===== src/rtl/ata_tf_pkg.sv =====
package ata_tf_pkg;

  typedef enum logic [3:0] {
    SEL_NONE, SEL_DATA, SEL_ERRFEAT, SEL_SCNT, SEL_SNUM, SEL_CYLL,
    SEL_CYLH, SEL_HDEV, SEL_STCMD, SEL_ALTDC, SEL_DRVADR
  } tf_sel_e;

  typedef struct packed {
    logic we_data;
    logic we_feat;
    logic we_scnt;
    logic we_snum;
    logic we_cyll;
    logic we_cylh;
    logic we_hdev;
    logic we_cmd;
    logic we_dctl;
    logic re_data;
    logic re_stat;
    logic re_alt;
  } tf_strobe_t;

  // Register selection from the two selects and the offset.
  function automatic tf_sel_e tf_decode(logic cs0, logic cs1, logic [2:0] a);
    tf_sel_e s;
    s = SEL_NONE;
    if (cs0 && !cs1) begin
      case (a)
        3'd0: s = SEL_DATA;
        3'd1: s = SEL_ERRFEAT;
        3'd2: s = SEL_SCNT;
        3'd3: s = SEL_SNUM;
        3'd4: s = SEL_CYLL;
        3'd5: s = SEL_CYLH;
        3'd6: s = SEL_HDEV;
        default: s = SEL_STCMD;
      endcase
    end else if (cs1 && !cs0) begin
      if (a == 3'd6) s = SEL_ALTDC;
      else if (a == 3'd7) s = SEL_DRVADR;
    end
    return s;
  endfunction

  // Sector numbering runs 1..256; a stored zero stands for 256.
  function automatic logic [8:0] sector_index(logic [7:0] v);
    return (v == 8'h00) ? 9'd256 : {1'b0, v};
  endfunction

  function automatic logic [7:0] status_byte(logic busy, logic ready, logic wf,
                                             logic seek, logic drq, logic corr,
                                             logic idx, logic err);
    return {busy, ready, wf, seek, drq, corr, idx, err};
  endfunction

  function automatic logic [7:0] hdev_byte(logic dev, logic [3:0] head);
    return {3'b101, dev, head};
  endfunction

  function automatic logic [7:0] drive_addr_byte(logic dev, logic [3:0] head,
                                                 logic writing);
    return {1'b0, writing, ~head, dev, ~dev};
  endfunction

endpackage


===== src/rtl/ata_tf_decode.sv =====
module ata_tf_decode
  import ata_tf_pkg::*;
(
  input  logic       cs0,
  input  logic       cs1,
  input  logic [2:0] addr,
  input  logic       rd,
  input  logic       wr,
  output tf_sel_e    sel,
  output tf_strobe_t stb
);

  always_comb begin
    sel         = tf_decode(cs0, cs1, addr);
    stb         = '0;
    stb.we_data = wr && (sel == SEL_DATA);
    stb.we_feat = wr && (sel == SEL_ERRFEAT);
    stb.we_scnt = wr && (sel == SEL_SCNT);
    stb.we_snum = wr && (sel == SEL_SNUM);
    stb.we_cyll = wr && (sel == SEL_CYLL);
    stb.we_cylh = wr && (sel == SEL_CYLH);
    stb.we_hdev = wr && (sel == SEL_HDEV);
    stb.we_cmd  = wr && (sel == SEL_STCMD);
    stb.we_dctl = wr && (sel == SEL_ALTDC);
    stb.re_data = rd && (sel == SEL_DATA);
    stb.re_stat = rd && (sel == SEL_STCMD);
    stb.re_alt  = rd && (sel == SEL_ALTDC);
  end

endmodule


===== src/rtl/ata_tf_regs.sv =====
module ata_tf_regs #(
  parameter int CYL_HI_W = 2,
  localparam int CYL_W   = 8 + CYL_HI_W
) (
  input  logic             clk,
  input  logic             rst_n,
  input  logic             we_feat,
  input  logic             we_scnt,
  input  logic             we_snum,
  input  logic             we_cyll,
  input  logic             we_cylh,
  input  logic             we_hdev,
  input  logic             we_cmd,
  input  logic [7:0]       wbyte,
  input  logic             core_busy,
  output logic [7:0]       feature,
  output logic [7:0]       sec_count,
  output logic [7:0]       sec_num,
  output logic [CYL_W-1:0] cylinder,
  output logic [3:0]       head,
  output logic             dev,
  output logic             cmd_valid,
  output logic [7:0]       cmd_code
);

  logic cmd_accept;
  assign cmd_accept = we_cmd && !core_busy;

  always_ff @(posedge clk) begin
    if (!rst_n) begin
      feature   <= 8'h00;
      sec_count <= 8'h01;
      sec_num   <= 8'h01;
      cylinder  <= '0;
      head      <= 4'h0;
      dev       <= 1'b0;
      cmd_valid <= 1'b0;
      cmd_code  <= 8'h00;
    end else begin
      if (we_feat) feature   <= wbyte;
      if (we_scnt) sec_count <= wbyte;
      if (we_snum) sec_num   <= wbyte;
      if (we_cyll) cylinder[7:0] <= wbyte;
      if (we_cylh) cylinder[CYL_W-1:8] <= wbyte[CYL_HI_W-1:0];
      if (we_hdev) begin
        head <= wbyte[3:0];
        dev  <= wbyte[4];
      end
      cmd_valid <= cmd_accept;
      if (cmd_accept) cmd_code <= wbyte;
    end
  end

  // a command strobe only follows a cycle in which the core was idle
  p_cmd_idle_r11: assert property (@(posedge clk) disable iff (!rst_n)
    cmd_valid |-> !$past(core_busy));

  // a write while busy never produces a strobe
  p_cmd_busy_drop_r11: assert property (@(posedge clk) disable iff (!rst_n)
    (we_cmd && core_busy) |=> !cmd_valid);

endmodule


===== src/rtl/ata_tf_ctrl.sv =====
module ata_tf_ctrl (
  input  logic       clk,
  input  logic       rst_n,
  input  logic       we_dctl,
  input  logic [1:0] dctl_bits,
  input  logic       st_rd,
  input  logic       core_done,
  output logic       nien,
  output logic       srst,
  output logic       pending,
  output logic       intrq
);

  always_ff @(posedge clk) begin
    if (!rst_n) begin
      nien    <= 1'b0;
      srst    <= 1'b0;
      pending <= 1'b0;
    end else begin
      if (we_dctl) begin
        nien <= dctl_bits[0];
        srst <= dctl_bits[1];
      end
      if (srst)           pending <= 1'b0;
      else if (core_done) pending <= 1'b1;
      else if (st_rd)     pending <= 1'b0;
    end
  end

  assign intrq = pending && !nien;

  // the pending interrupt only rises after a completion pulse
  p_irq_source_r8: assert property (@(posedge clk) disable iff (!rst_n)
    $rose(pending) |-> $past(core_done));

  // a primary status read with no coincident completion clears it
  p_status_clears_r8: assert property (@(posedge clk) disable iff (!rst_n)
    (st_rd && !core_done) |=> !pending);

  // the reset level only moves on a device-control write
  p_srst_hold_r10: assert property (@(posedge clk) disable iff (!rst_n)
    !we_dctl |=> $stable(srst));

  // software reset keeps the interrupt clear
  p_srst_clears_r10: assert property (@(posedge clk) disable iff (!rst_n)
    srst |=> !pending);

endmodule


===== src/rtl/ata_taskfile.sv =====
module ata_taskfile
  import ata_tf_pkg::*;
#(
  parameter int DW       = 16,
  parameter int CYL_HI_W = 2,
  localparam int CYL_W   = 8 + CYL_HI_W
) (
  input  logic             clk,
  input  logic             rst_n,
  input  logic             host_cs0,
  input  logic             host_cs1,
  input  logic [2:0]       host_addr,
  input  logic             host_rd,
  input  logic             host_wr,
  input  logic [DW-1:0]    host_wdata,
  output logic [DW-1:0]    host_rdata,
  input  logic             core_busy,
  input  logic             core_ready,
  input  logic             core_drq,
  input  logic             core_err,
  input  logic             core_wfault,
  input  logic             core_seek_ok,
  input  logic             core_corrected,
  input  logic             core_index,
  input  logic [6:0]       core_fault_code,
  input  logic             core_writing,
  input  logic             core_done,
  input  logic [DW-1:0]    core_rdata,
  output logic [7:0]       tf_feature,
  output logic [7:0]       tf_sec_count,
  output logic [8:0]       tf_sec_index,
  output logic [CYL_W-1:0] tf_cylinder,
  output logic [3:0]       tf_head,
  output logic             tf_dev,
  output logic             cmd_valid,
  output logic [7:0]       cmd_code,
  output logic             dp_rd,
  output logic             dp_wr,
  output logic [DW-1:0]    dp_wdata,
  output logic             intrq,
  output logic             soft_reset
);

  tf_sel_e    sel;
  tf_strobe_t stb;
  logic [7:0] sec_num;
  logic [7:0] stat;
  logic [7:0] byte_q;
  logic       nien;
  logic       irq_pending;

  ata_tf_decode u_dec (
    .cs0 (host_cs0), .cs1 (host_cs1), .addr (host_addr),
    .rd  (host_rd),  .wr  (host_wr),  .sel  (sel), .stb (stb)
  );

  ata_tf_regs #(.CYL_HI_W(CYL_HI_W)) u_regs (
    .clk       (clk),         .rst_n     (rst_n),
    .we_feat   (stb.we_feat), .we_scnt   (stb.we_scnt),
    .we_snum   (stb.we_snum), .we_cyll   (stb.we_cyll),
    .we_cylh   (stb.we_cylh), .we_hdev   (stb.we_hdev),
    .we_cmd    (stb.we_cmd),  .wbyte     (host_wdata[7:0]),
    .core_busy (core_busy),   .feature   (tf_feature),
    .sec_count (tf_sec_count),.sec_num   (sec_num),
    .cylinder  (tf_cylinder), .head      (tf_head),
    .dev       (tf_dev),      .cmd_valid (cmd_valid),
    .cmd_code  (cmd_code)
  );

  ata_tf_ctrl u_ctrl (
    .clk       (clk),          .rst_n     (rst_n),
    .we_dctl   (stb.we_dctl),  .dctl_bits (host_wdata[2:1]),
    .st_rd     (stb.re_stat),  .core_done (core_done),
    .nien      (nien),         .srst      (soft_reset),
    .pending   (irq_pending),  .intrq     (intrq)
  );

  assign tf_sec_index = sector_index(sec_num);
  assign dp_rd        = stb.re_data;
  assign dp_wr        = stb.we_data;
  assign dp_wdata     = host_wdata;

  assign stat = status_byte(core_busy, core_ready, core_wfault, core_seek_ok,
                            core_drq, core_corrected, core_index, core_err);

  always_comb begin
    case (sel)
      SEL_ERRFEAT: byte_q = {1'b0, core_fault_code};
      SEL_SCNT:    byte_q = tf_sec_count;
      SEL_SNUM:    byte_q = sec_num;
      SEL_CYLL:    byte_q = tf_cylinder[7:0];
      SEL_CYLH:    byte_q = 8'(tf_cylinder[CYL_W-1:8]);
      SEL_HDEV:    byte_q = hdev_byte(tf_dev, tf_head);
      SEL_STCMD,
      SEL_ALTDC:   byte_q = stat;
      SEL_DRVADR:  byte_q = drive_addr_byte(tf_dev, tf_head, core_writing);
      default:     byte_q = 8'h00;
    endcase
    if (sel == SEL_DATA) host_rdata = core_rdata;
    else                 host_rdata = DW'(byte_q);
  end

  // a write with both selects high leaves all task-file state alone
  p_dual_select_r1: assert property (@(posedge clk) disable iff (!rst_n)
    (host_cs0 && host_cs1 && host_wr) |=>
      ($stable({tf_feature, tf_sec_count, tf_sec_index, tf_cylinder, tf_head, tf_dev})
       && !cmd_valid));

  // an alternate status read keeps a pending interrupt
  p_alt_keeps_r8: assert property (@(posedge clk) disable iff (!rst_n)
    (stb.re_alt && irq_pending && !soft_reset) |=> irq_pending);

  // the mask bit keeps the line low
  p_mask_r9: assert property (@(posedge clk) disable iff (!rst_n)
    $past(stb.we_dctl && host_wdata[1]) |-> !intrq);

endmodule


===== config.mk =====
export PLATFORM = sky130hd
export DESIGN_NAME = ata_taskfile
export DESIGN_NICKNAME = d
export VERILOG_FILES = /design/src/rtl/ata_tf_pkg.sv /design/src/rtl/ata_tf_decode.sv /design/src/rtl/ata_tf_regs.sv /design/src/rtl/ata_tf_ctrl.sv /design/src/rtl/ata_taskfile.sv
export SDC_FILE = /design/constraint.sdc
export NUM_CORES = 1
export LEC_CHECK = 0
export ABC_AREA = 1
export CORE_ASPECT_RATIO = 1.5
export CORE_MARGIN = 10
export CORE_UTILIZATION = 60
export CTS_CLUSTER_DIAMETER = 50
export DETAILED_ROUTE_END_ITERATION = 16
export DONT_BUFFER_PORTS = 1
export PLACE_DENSITY_LB_ADDON = 0.12
export SLEW_MARGIN = 20
export SYNTH_ARGS = -nofsm -noshare
export SYNTH_HDL_FRONTEND = slang
export SYNTH_SLANG_ARGS = --single-unit

===== constraint.sdc =====
create_clock -name clk -period 2.6 [get_ports clk]
set_clock_uncertainty 0.15 [all_clocks]
set_input_delay 0.52 -clock clk [delete_from_list [all_inputs] [get_ports clk]]
set_output_delay 0.52 -clock clk [all_outputs]
set_load 0.005 [all_outputs]

==> key figures, run 1 <==
Logic synthesis
  – Top FF cell, synth: dfxtp_1
  – Register area share after synthesis: 34.81%
  – Leading cell type by number of instances after synthesis: nand2_1
  – Cells after Synth: 457
  – Post-synth EDFFs: 0
  – Area contributors post-synth: dfxtp_1 35%, nand2_1 15%, nand3_1 12%
  – Asr flop ratio synth: 0%
  – Yosys Warn Count: 0
  – Syn_area_per_cell: 6.418 µm²
  – Post-synth top area cell: dfxtp_1
  – Synth cell count leaders: 114 x nand2_1, 70 x nand3_1, 65 x nor2_1
  – Synth Register Bits: 51
  – Cell Area, Synth: 2933 µm²
  – Syn nets: 519
  – Number of distinct library cells after synthesis: 26
  – Top cell type's share of synthesized area: 34.81%

Placement
  – DPL Wire Length: 7.172 mm
  – Post-placement cell count: 499
  – Gpl congestion: 0.8854
  – Setup slack at placement: -0.03055 ns
  – I/O Buffers: 0

Worst hold path
  – Hold path depth: 1
  – Hold Crit Class: primary input to flip-flop

Clock tree
  – Clock Tree Root: clkbuf_8
  – CTS Sinks: 51
  – Cts hold-fix bufs: 0
  – TritonCTS clock tree: built
  – Skew-Pair Late Insertion Delay: 0.30 ns
  – Clk slew on worst S/H paths: 0.09 ns
  – Clk buf depth: 2
  – TritonCTS Buffers: 5
  – H-tree level count: 2

Worst setup path
  – Critical path required time: 1.93 ns
  – WP data arrival: 1.92 ns
  – CP startpoint kind: primary input
  – Critical path type: primary input to output port
  – Kind of end point of the critical path: output port
  – FF-to-FF path depth: 2
  – Worst-path fanout max: 7

STA
  – Part of the cycle the worst path needs: 99.48%
  – Worst slew margin: 58.46%
  – RSZ-0062 raised after global routing: yes
  – Slew Limit Fails: 0
  – Max Clk Rate: 386.6 MHz
  – Final worst setup slack: 0.01355 ns
  – Least-Margin Pin Slew: 0.6209 ns
  – Hold slack: 0.1463 ns
  – Tmin final: 2.586 ns
  – Hold Fails Final Rpt: 0
  – # setup viols final: 0

Routing
  – Initial drt markers: 192
  – Post-DRT Antenna Nets: 0
  – Wire per inst: 18.35 µm
  – First-pass detailed-route iteration total: 5
  – Routed WL: 9.486 mm
  – Drt drc: 0
  – DR vias/cell: 5.727
  – Via Count: 2961

Power
  – Combinational share of power: 14.1%
  – Sw frac: 25.38%
  – Seq pwr share: 50.6%
  – Clock Power Share: 35.3%
  – PD cells: 487.1 nW/µm²
  – Leak Pwr: 1.349 nW
  – NetSw: 404.8 µW
  – Int Power: 1.190 mW
  – Max VDD drop: 422.5 µV

Die
  – Die Span Y: 105.6 µm
  – I/O pin total: 143
  – Die X-Extent: 77.09 µm
  – Initial Util: 61.47%
  – FP Rows: 31
  – Die Footprint: 8142 µm²
  – Placeable Area: 4771 µm²

Global routing
  – Total gr overflow: 0
  – Gr usage total: 21.92%
  – First-pass GRT wire length: 14.62 mm
  – Pin count of the biggest net entering global routing: 31
  – Antenna violations before repair: 0
  – Vias in the first global route: 2751

Final layout
  – Fin cells: 517
  – Fill cell count: 439
  – # diodes: 0
  – Final Net Count: 512
  – Area growth syn-to-layout: 11.65%
  – Fraction of layout cells with a size suffix above 1: 15.30%

Run
  – Maxcap violations: 0

Outcome
  – Status: complete, no violations
==> routing by layer <==
layer / wire [µm] / track usage, % / vias to the layer above / part of all wire [%]
met4: 267 / 9.424 / 0 / 2.8
li1: - / - / 1441 / -
met1: 3305 / 22.16 / 1366 / 35
met3: 1197 / 10.88 / 20 / 13
met2: 4715 / 37.36 / 134 / 50
met5: 0 / 0 / - / 0
==> cells in the final DEF, fill, tap and decap left out <==
cell,Yosys,layout
nand3_4,1,2
nand3_1,70,66
dfxtp_1,51,51
nor2_2,2,5
buf_8,0,1
o21ai_0,10,10
ha_4,0,2
o21ai_4,0,1
buf_12,0,2
o21ai_2,1,1
nand3_2,1,4
nor2_4,3,6
clkinvlp_4,0,1
nor4_1,2,2
inv_1,29,27
nand2_1,114,113
clkinv_2,0,1
clkbuf_8,0,6
inv_4,0,3
bufinv_16,0,1
and2_1,2,2
buf_6,1,5
nor2_1,65,59
ha_1,4,2
nand2_2,2,1
nand2_4,1,3
a21oi_1,39,39
inv_2,4,2
nand4_1,8,8
nor3_4,1,1
nand3b_1,3,3
buf_4,18,21
==> cell families (layout without fill, tap and decap cells) <==
group                    count (synthesis)  in the layout  synth area share (%)
AND/OR/NAND/NOR                        275            275                 42.06
AO/OA/AOI/OAI                           51             51                 8.831
adder cells (fa/ha/maj)                  4              4                 1.707
flip-flops                              51             51                 34.81
buffers and inverters                   76             70                 12.58
==> sequential cells by signal, indices dropped and copies added, names as in the netlist <==
register,cells
u_regs.cmd_code,8
u_regs.sec_count,8
u_regs.dev,1
u_ctrl.srst,1
u_ctrl.nien,1
u_regs.cylinder,10
u_regs.cmd_valid,1
u_regs.sec_num,8
u_regs.feature,8
u_ctrl.pending,1
u_regs.head,4
==> through the flow <==
step                area (µm²)  util (%)  TNS (ns)  total power, mW
floorplan                 2933         -         0           0.9901
global placement          2925     61.32  -0.05637            1.018
detailed placement        2925     61.32  -0.05788            1.020
CTS                       3073     64.41         0            1.580
global route              3274     68.63   -0.2118            1.657
finish                    3274     68.63         0            1.595
==> power by group through the flow <==
stage,clock [mW],combinational [mW],sequential [mW]
finish,0.564,0.225,0.806
global route,0.602,0.247,0.808
CTS,0.576,0.197,0.807
detailed placement,0,0.195,0.825
global placement,0,0.193,0.825
floorplan,0,0.171,0.819
==> area by class of cell <==
| class | instances | area [µm²] | share of cell area, % |
|---|---|---|---|
| clock inverters | 2 | 35.03 | 1.070 |
| inverters | 33 | 135.1 | 4.127 |
| flip-flops and latches | 51 | 1021 | 31.18 |
| multi-input cells | 330 | 1649 | 50.36 |
| clock buffers | 6 | 82.58 | 2.522 |
| repair buffers | 29 | 269.0 | 8.216 |
| well taps | 66 | 82.58 | 2.522 |
==> critical path, cell delays in order <==
cell and delay [ns]:
clkinvlp_4 0.09, ha_4 0.20, inv_4 0.06, nand3_4 0.07, nor2_4 0.13, nor2_4 0.05, buf_6 0.13, nor2_4 0.21
buf_6 0.15, nand3_2 0.07, nand2_1 0.07, nor2_1 0.04, nand3_1 0.12
==> worst paths after layout <==
| check | startpoint | to | slack [ns] |
|---|---|---|---|
| worst max register to register | u_regs.head[2] | u_regs.head[2] | 1.71 |
| worst min-delay path | rst_n | u_regs.sec_num[0] | 0.15 |
| worst min register to register | u_regs.cmd_code[3] | u_regs.cmd_code[3] | 0.34 |
| worst max-delay path | host_addr[0] | host_rdata[7] | 0.01 |
==> timing repair <==
item	4_1_cts	5_1_grt
gates resized for setup	0	34
pin swaps	1	11
gates cloned	0	0
endpoints found under the hold margin	0	0
setup buffers	4	6
setup endpoints to repair	2	18
No activity file was read; power rests on OpenSTA's default activity.
==> run 2: changes to the inputs <==
--- a/config.mk
+++ b/config.mk
@@ -6,9 +6,10 @@
 export NUM_CORES = 1
 export LEC_CHECK = 0
 export ABC_AREA = 1
-export CORE_ASPECT_RATIO = 1.5
+export CORE_ASPECT_RATIO = 0.5
 export CORE_MARGIN = 10
 export CORE_UTILIZATION = 60
+export CTS_BUF_LIST = sky130_fd_sc_hd__clkbuf_4 sky130_fd_sc_hd__clkbuf_8 sky130_fd_sc_hd__clkbuf_16
 export CTS_CLUSTER_DIAMETER = 50
 export DETAILED_ROUTE_END_ITERATION = 16
 export DONT_BUFFER_PORTS = 1
==> run 2 against run 1 <==
The run now ends with setup timing left. Fmax decreased by 3.8%. Sequential share of layout area decreased by 0.91 points. Via count increased by 8.0%. Sequential power about the same. Register-to-register slack got worse by 0.07 ns. Routed wire length increased by 16%. Clock-buffer cell count decreased by 1. Total power decreased by 0.96%. Flip-flop and latch count unchanged. Combinational power increased by 21%. Critical path type unchanged. Largest power group unchanged.
==> key figures, run 2 (synthesized netlist as in run 1, its figures left out) <==
Outcome
  – Status: finished with violations (was complete, no violations)
  – Failing checks: setup timing

Worst setup path
  – Kind of end point of the critical path: output port (unchanged)
  – CP startpoint kind: primary input (unchanged)
  – Critical path required time: 1.93 ns (about the same)
  – CP Cell Sequence: clkinvlp_4 -> ha_4 -> inv_4 -> nand3_4 -> o21ai_1 -> nand2_1 -> nor2_1 -> buf_4 -> nand2_1 -> nand2_1 -> nor2_1 -> nand3_1 (was clkinvlp_4 -> ha_4 -> inv_4 -> nand3_4 -> nor2_4 -> nor2_4 -> buf_6 -> nor2_4 -> buf_6 -> nand3_2 -> nand2_1 -> nor2_1 -> nand3_1)
  – WP data arrival: 2.02 ns (was 1.92 ns)
  – Worst-path fanout max: 8 (was 7)
  – Buffer and inverter count on the worst path: 3 (was 4)
  – Slowest stage delay, CP: 0.31 ns (was 0.21 ns)
  – Cell mode on critical path: nand2_1 (was nor2_4)
  – CP max stage cell: o21ai_1 (was nor2_4)
  – CP top delay family: simple AND/OR/NAND/NOR gates (unchanged)
  – Critical path type: primary input to output port (unchanged)

STA
  – RSZ-0062 raised after global routing: yes (unchanged)
  – Hold Fails Final Rpt: 0 (unchanged)
  – Worst slew margin: 55.36% (was 58.46%)
  – Part of the cycle the worst path needs: 103.4% (was 99.48%)
  – # setup viols final: 8 (was 0)
  – Slew Limit Fails: 0 (unchanged)
  – Tmin final: 2.688 ns (was 2.586 ns)
  – Hold slack: 0.1459 ns (was 0.1463 ns)
  – Fin Setup TNS: -0.3404 ns (was 0 ns)
  – Least-Margin Pin Slew: 0.6671 ns (was 0.6209 ns)
  – Final worst setup slack: -0.08756 ns (was 0.01355 ns)
  – Max Clk Rate: 372.1 MHz (was 386.6 MHz)

Routing
  – Via Count: 3197 (was 2961)
  – Wire per inst: 21.00 µm (was 18.35 µm)
  – Initial drt markers: 318 (was 192)
  – Routed WL: 11.00 mm (was 9.486 mm)
  – Post-DRT Antenna Nets: 0 (unchanged)
  – First-pass detailed-route iteration total: 6 (was 5)
  – Drt drc: 0 (unchanged)
  – DR vias/cell: 6.101 (was 5.727)

Die
  – Die Footprint: 8254 µm² (was 8142 µm²)
  – FP Rows: 17 (was 31)
  – Placeable Area: 4552 µm² (was 4771 µm²)
  – Die Span Y: 69.44 µm (was 105.6 µm)
  – Initial Util: 64.43% (was 61.47%)
  – I/O pin total: 143 (unchanged)
  – Die X-Extent: 118.9 µm (was 77.09 µm)

Global routing
  – Total gr overflow: 0 (unchanged)
  – First-pass GRT wire length: 15.94 mm (was 14.62 mm)
  – Antenna violations before repair: 0 (unchanged)
  – Pin count of the biggest net entering global routing: 39 (was 31)
  – Gr usage total: 23.59% (was 21.92%)
  – Vias in the first global route: 2881 (was 2751)

Power
  – PD cells: 468.3 nW/µm² (was 487.1 nW/µm²)
  – Leak Pwr: 1.400 nW (was 1.349 nW)
  – Max VDD drop: 320.2 µV (was 422.5 µV)
  – Final Total Pwr: 1.580 mW (was 1.595 mW)

Final layout
  – Most frequent cells in the layout: 111 x nand2_1, 64 x nand3_1, 53 x nor2_1, 51 x dfxtp_1, 39 x a21oi_1 (was 113 x nand2_1, 66 x nand3_1, 59 x nor2_1, 51 x dfxtp_1, 39 x a21oi_1)
  – Fin cells: 524 (was 517)
  – Final Net Count: 519 (was 512)
  – Area of the multi-input gates: 1675 µm² (was 1649 µm²)
  – Largest register by flop count: u_regs.cylinder (unchanged)
  – # diodes: 0 (unchanged)
  – Leading cell type in the layout, fill and taps excluded: nand2_1 (unchanged)
  – Max reg flops: 10 (unchanged)
  – Seq. cell area: 1021 µm² (unchanged)
  – Fill cell count: 373 (was 439)
  – Area growth syn-to-layout: 15.02% (was 11.65%)
  – Fraction of layout cells with a size suffix above 1: 18.56% (was 15.30%)

Placement
  – I/O Buffers: 0 (unchanged)
  – Gpl congestion: 0.9432 (was 0.8854)
  – DPL Wire Length: 7.848 mm (was 7.172 mm)
  – Post-placement cell count: 500 (was 499)

Worst hold path
  – Hold Crit Class: primary input to flip-flop (unchanged)

Clock tree
  – Clock Tree Root: clkbuf_8 (unchanged)
  – Skew-Pair Late Insertion Delay: 0.31 ns (was 0.30 ns)
  – Cts hold-fix bufs: 0 (unchanged)
  – Clk slew on worst S/H paths: 0.10 ns (was 0.09 ns)
  – TritonCTS clock tree: built (unchanged)
  – H-tree level count: 2 (unchanged)
  – TritonCTS Buffers: 5 (unchanged)
  – Clk buf depth: 2 (unchanged)
  – CTS Sinks: 51 (unchanged)

Run
  – Maxcap violations: 0 (unchanged)
run 2: layout make-up:
cell class / instances / area share (%)
multi-input cells: 330 / 49.67
flip-flops and latches: 51 / 30.27
repair buffers: 36 / 10.83
inverters: 33 / 3.932
well taps: 66 / 2.448
clock buffers: 5 / 2.040
clock inverters: 3 / 0.8160
run 2: where the power goes:
part	total [mW]	switching [mW]	internal, mW
Combinational	0.272	0.158	0.114
Sequential	0.807	0.0135	0.793
Clock	0.501	0.301	0.200
Total	1.58	0.472	1.11
run 2: metrics by stage:
step	utilization (%)	setup WS (ns)	instance area, µm²
2_1_floorplan	-	0.09654	2933
3_3_place_gp	64.71	-0.03113	2945
3_5_place_dp	64.71	-0.1563	2945
4_1_cts	69.05	0.002386	3143
5_1_grt	74.11	-0.2018	3373
6_report	74.11	-0.08756	3373
run 2: layer usage:
layer,routed length [µm],vias up,GRT usage [%]
met3,1591,40,10.28
met5,0,-,0
met1,3936,1467,27.49
met2,5168,234,38.40
li1,-,1456,-
met4,306,0,6.924
run 2: path summary, 6_finish.rpt:
| check | slack (ns) | depth (start not counted) | start | endpoint |
|---|---|---|---|---|
| max | -0.09 | 12 | host_addr[0] | host_rdata[1] |
| min | 0.15 | 1 | rst_n | u_regs.sec_num[0] |
| max reg2reg | 1.64 | 2 | u_regs.sec_count[5] | u_regs.sec_count[5] |
| min reg2reg | 0.34 | 2 | u_ctrl.nien | u_ctrl.nien |
run 2: repair_timing:
item                                    in CTS  in global routing
resized for setup                           10                 32
buffers inserted                             8                  6
pin swaps                                    4                 17
gates cloned                                 0                  2
endpoints found under the setup margin       8                 15
==> run 3: changes to the inputs <==
==> constraint.sdc (replaced) <==
create_clock -name clk -period 2.6 [get_ports clk]
set_clock_uncertainty 0.15 [all_clocks]
set_input_delay 0.52 -clock clk [delete_from_list [all_inputs] [get_ports clk]]
set_output_delay 0.52 -clock clk [all_outputs]
set_load 0.01 [all_outputs]
==> run 3 against run 2 <==
The flow now finishes without violations. Sequential share of layout area rose by 0.71 points. Cell area down 2.3%. Largest cell class unchanged. First-iteration DRC count fell by 14%. Die area unchanged. Utilization fell by 1.7 points. Register-to-register slack improved by 0.02 ns. Fmax rose by 3.9%. Non-clock buffer count is the same. Via count fell by 1.2%. Critical endpoint unchanged. Flip-flop and latch count unchanged. Clock-buffer cell count unchanged. Hold slack better by 0.013 ns. Highest routed layer unchanged.
==> key figures, run 3 (synthesized netlist as in run 1, its figures left out) <==
Final layout
  – Area growth syn-to-layout: 12.37% (was 15.02%)
  – Max reg flops: 10 (unchanged)
  – # diodes: 0 (unchanged)
  – Fin util: 72.40% (was 74.11%)
  – Final Net Count: 519 (unchanged)
  – Most frequent cells in the layout: 109 x nand2_1, 63 x nand3_1, 55 x nor2_1, 51 x dfxtp_1, 39 x a21oi_1 (was 111 x nand2_1, 64 x nand3_1, 53 x nor2_1, 51 x dfxtp_1, 39 x a21oi_1)
  – Fraction of layout cells with a size suffix above 1: 19.21% (was 18.56%)
  – Leading cell type in the layout, fill and taps excluded: nand2_1 (unchanged)
  – Fill cell count: 388 (was 373)
  – Largest register by flop count: u_regs.cylinder (unchanged)

STA
  – Least-Margin Pin Slew: 0.6990 ns (was 0.6671 ns)
  – Tmin final: 2.586 ns (was 2.688 ns)
  – Worst slew margin: 53.22% (was 55.36%)
  – Fin Setup TNS: 0 ns (was -0.3404 ns)
  – Final worst setup slack: 0.01386 ns (was -0.08756 ns)
  – Hold slack: 0.1590 ns (was 0.1459 ns)
  – # setup viols final: 0 (was 8)
  – Part of the cycle the worst path needs: 99.47% (was 103.4%)
  – RSZ-0062 raised after global routing: yes (unchanged)
  – Slew Limit Fails: 0 (unchanged)
  – Hold Fails Final Rpt: 0 (unchanged)
  – Max Clk Rate: 386.7 MHz (was 372.1 MHz)

Routing
  – First-pass detailed-route iteration total: 5 (was 6)
  – Post-DRT Antenna Nets: 0 (unchanged)
  – DR vias/cell: 6.031 (was 6.101)
  – Routed WL: 10.72 mm (was 11.00 mm)
  – Drt drc: 0 (unchanged)
  – Wire per inst: 20.45 µm (was 21.00 µm)
  – Via Count: 3160 (was 3197)
  – Initial drt markers: 275 (was 318)

Power
  – NetSw: 457.5 µW (was 472.3 µW)
  – Final Total Pwr: 1.548 mW (was 1.580 mW)
  – Clock Power Share: 30.6% (was 31.7%)
  – PD cells: 469.7 nW/µm² (was 468.3 nW/µm²)
  – Sw frac: 29.55% (was 29.90%)
  – Seq pwr share: 52.4% (was 51.1%)
  – Max VDD drop: 332.8 µV (was 320.2 µV)
  – Leak Pwr: 1.412 nW (was 1.400 nW)
  – Combinational share of power: 17.0% (was 17.2%)
  – Int Power: 1.091 mW (was 1.107 mW)

Global routing
  – Gr usage total: 23.77% (was 23.59%)
  – Antenna violations before repair: 0 (unchanged)
  – Total gr overflow: 0 (unchanged)
  – First-pass GRT wire length: 15.93 mm (was 15.94 mm)
  – Vias in the first global route: 2852 (was 2881)
  – Pin count of the biggest net entering global routing: 39 (unchanged)

Placement
  – I/O Buffers: 0 (unchanged)
  – DPL Wire Length: 7.810 mm (was 7.848 mm)
  – Gpl congestion: 0.9495 (was 0.9432)
  – Setup slack at placement: -0.1105 ns (was -0.1563 ns)

Worst setup path
  – Cell mode on critical path: nor2_2 (was nand2_1)
  – Buffer and inverter count on the worst path: 5 (was 3)
  – WP data arrival: 1.92 ns (was 2.02 ns)
  – CP startpoint kind: primary input (unchanged)
  – CP Cell Sequence: inv_2 -> ha_2 -> inv_1 -> nor2_2 -> nor2_2 -> buf_6 -> buf_4 -> buf_4 -> nand3_1 -> nand2_1 -> nor2_2 -> nand3_2 (was clkinvlp_4 -> ha_4 -> inv_4 -> nand3_4 -> o21ai_1 -> nand2_1 -> nor2_1 -> buf_4 -> nand2_1 -> nand2_1 -> nor2_1 -> nand3_1)
  – CP top delay family: simple AND/OR/NAND/NOR gates (unchanged)
  – CP max stage cell: ha_2 (was o21ai_1)
  – Kind of end point of the critical path: output port (unchanged)
  – Critical path required time: 1.93 ns (about the same)
  – Critical path type: primary input to output port (unchanged)
  – Worst-path fanout max: 5 (was 8)
  – Slowest stage delay, CP: 0.31 ns (about the same)

Die
  – Die Span Y: 69.44 µm (unchanged)
  – Die X-Extent: 118.9 µm (unchanged)
  – Die Footprint: 8254 µm² (unchanged)
  – Initial Util: 64.43% (unchanged)
  – Placeable Area: 4552 µm² (unchanged)
  – I/O pin total: 143 (unchanged)
  – FP Rows: 17 (unchanged)

Worst hold path
  – Hold Crit Class: primary input to flip-flop (unchanged)

Clock tree
  – Clock Tree Root: clkbuf_8 (unchanged)
  – Skew-Pair Late Insertion Delay: 0.31 ns (about the same)
  – CTS Sinks: 51 (unchanged)
  – Cts hold-fix bufs: 0 (unchanged)
  – TritonCTS clock tree: built (unchanged)
  – Clk slew on worst S/H paths: 0.09 ns (was 0.10 ns)
  – H-tree level count: 2 (unchanged)
  – TritonCTS Buffers: 5 (unchanged)
  – Clk buf depth: 2 (unchanged)

Run
  – Maxcap violations: 0 (unchanged)

Outcome
  – Status: complete, no violations (was finished with violations)
[run 3: cell types whose count changed in the layout (fill, tap and decap cells not counted), sizes merged]
cell      delta
buf          +1
clkbuf       -1
clkinv       +2
clkinvlp     -2
[run 3: final cells by class]
cell class,count,area (µm²),area share (%)
multi-input cells,330,1647,49.96
flip-flops and latches,51,1021,30.98
clock buffers,5,68.82,2.088
repair buffers,36,327.8,9.947
clock inverters,3,22.52,0.6834
inverters,33,126.4,3.834
well taps,66,82.58,2.506
[run 3: metrics by stage]
step / instance area (µm²) / std cells
final: 3296 / 524
after global routing: 3296 / 524
after CTS: 3161 / 516
after detailed placement: 2960 / 502
after global placement: 2960 / 502
after floorplan: 2933 / 457
[run 3: layer usage]
metal	GRT usage, %	up-vias	share of wire, %
met5	0	-	0
met2	37.24	224	45
met1	28.24	1441	37
li1	-	1456	-
met4	6.658	0	3.0
met3	11.58	39	15
[run 3: worst paths after layout]
check / startpoint / end / slack, ns / cells after the start
hold / removal: rst_n / u_regs.sec_num[0] / 0.16 / 1
setup reg to reg: u_regs.dev / u_regs.dev / 1.66 / 2
hold reg to reg: u_ctrl.nien / u_ctrl.nien / 0.34 / 2
setup / recovery: host_addr[1] / host_rdata[1] / 0.01 / 12
[run 3: what timing repair did]
action	CTS	global route
pin swaps	6	16
gates cloned	1	0
gates resized for setup	10	28
endpoints found under the setup margin	7	18
setup buffers	5	8
[run 3: power groups by stage]
| stage | clock network, mW | registers (mW) | logic, mW |
|---|---|---|---|
| 4_1_cts | 0.481 | 0.811 | 0.238 |
| 3_5_place_dp | 0 | 0.829 | 0.211 |
| 3_3_place_gp | 0 | 0.829 | 0.205 |
| 5_1_grt | 0.511 | 0.813 | 0.283 |
| 6_report | 0.474 | 0.811 | 0.263 |
| 2_1_floorplan | 0 | 0.822 | 0.186 |
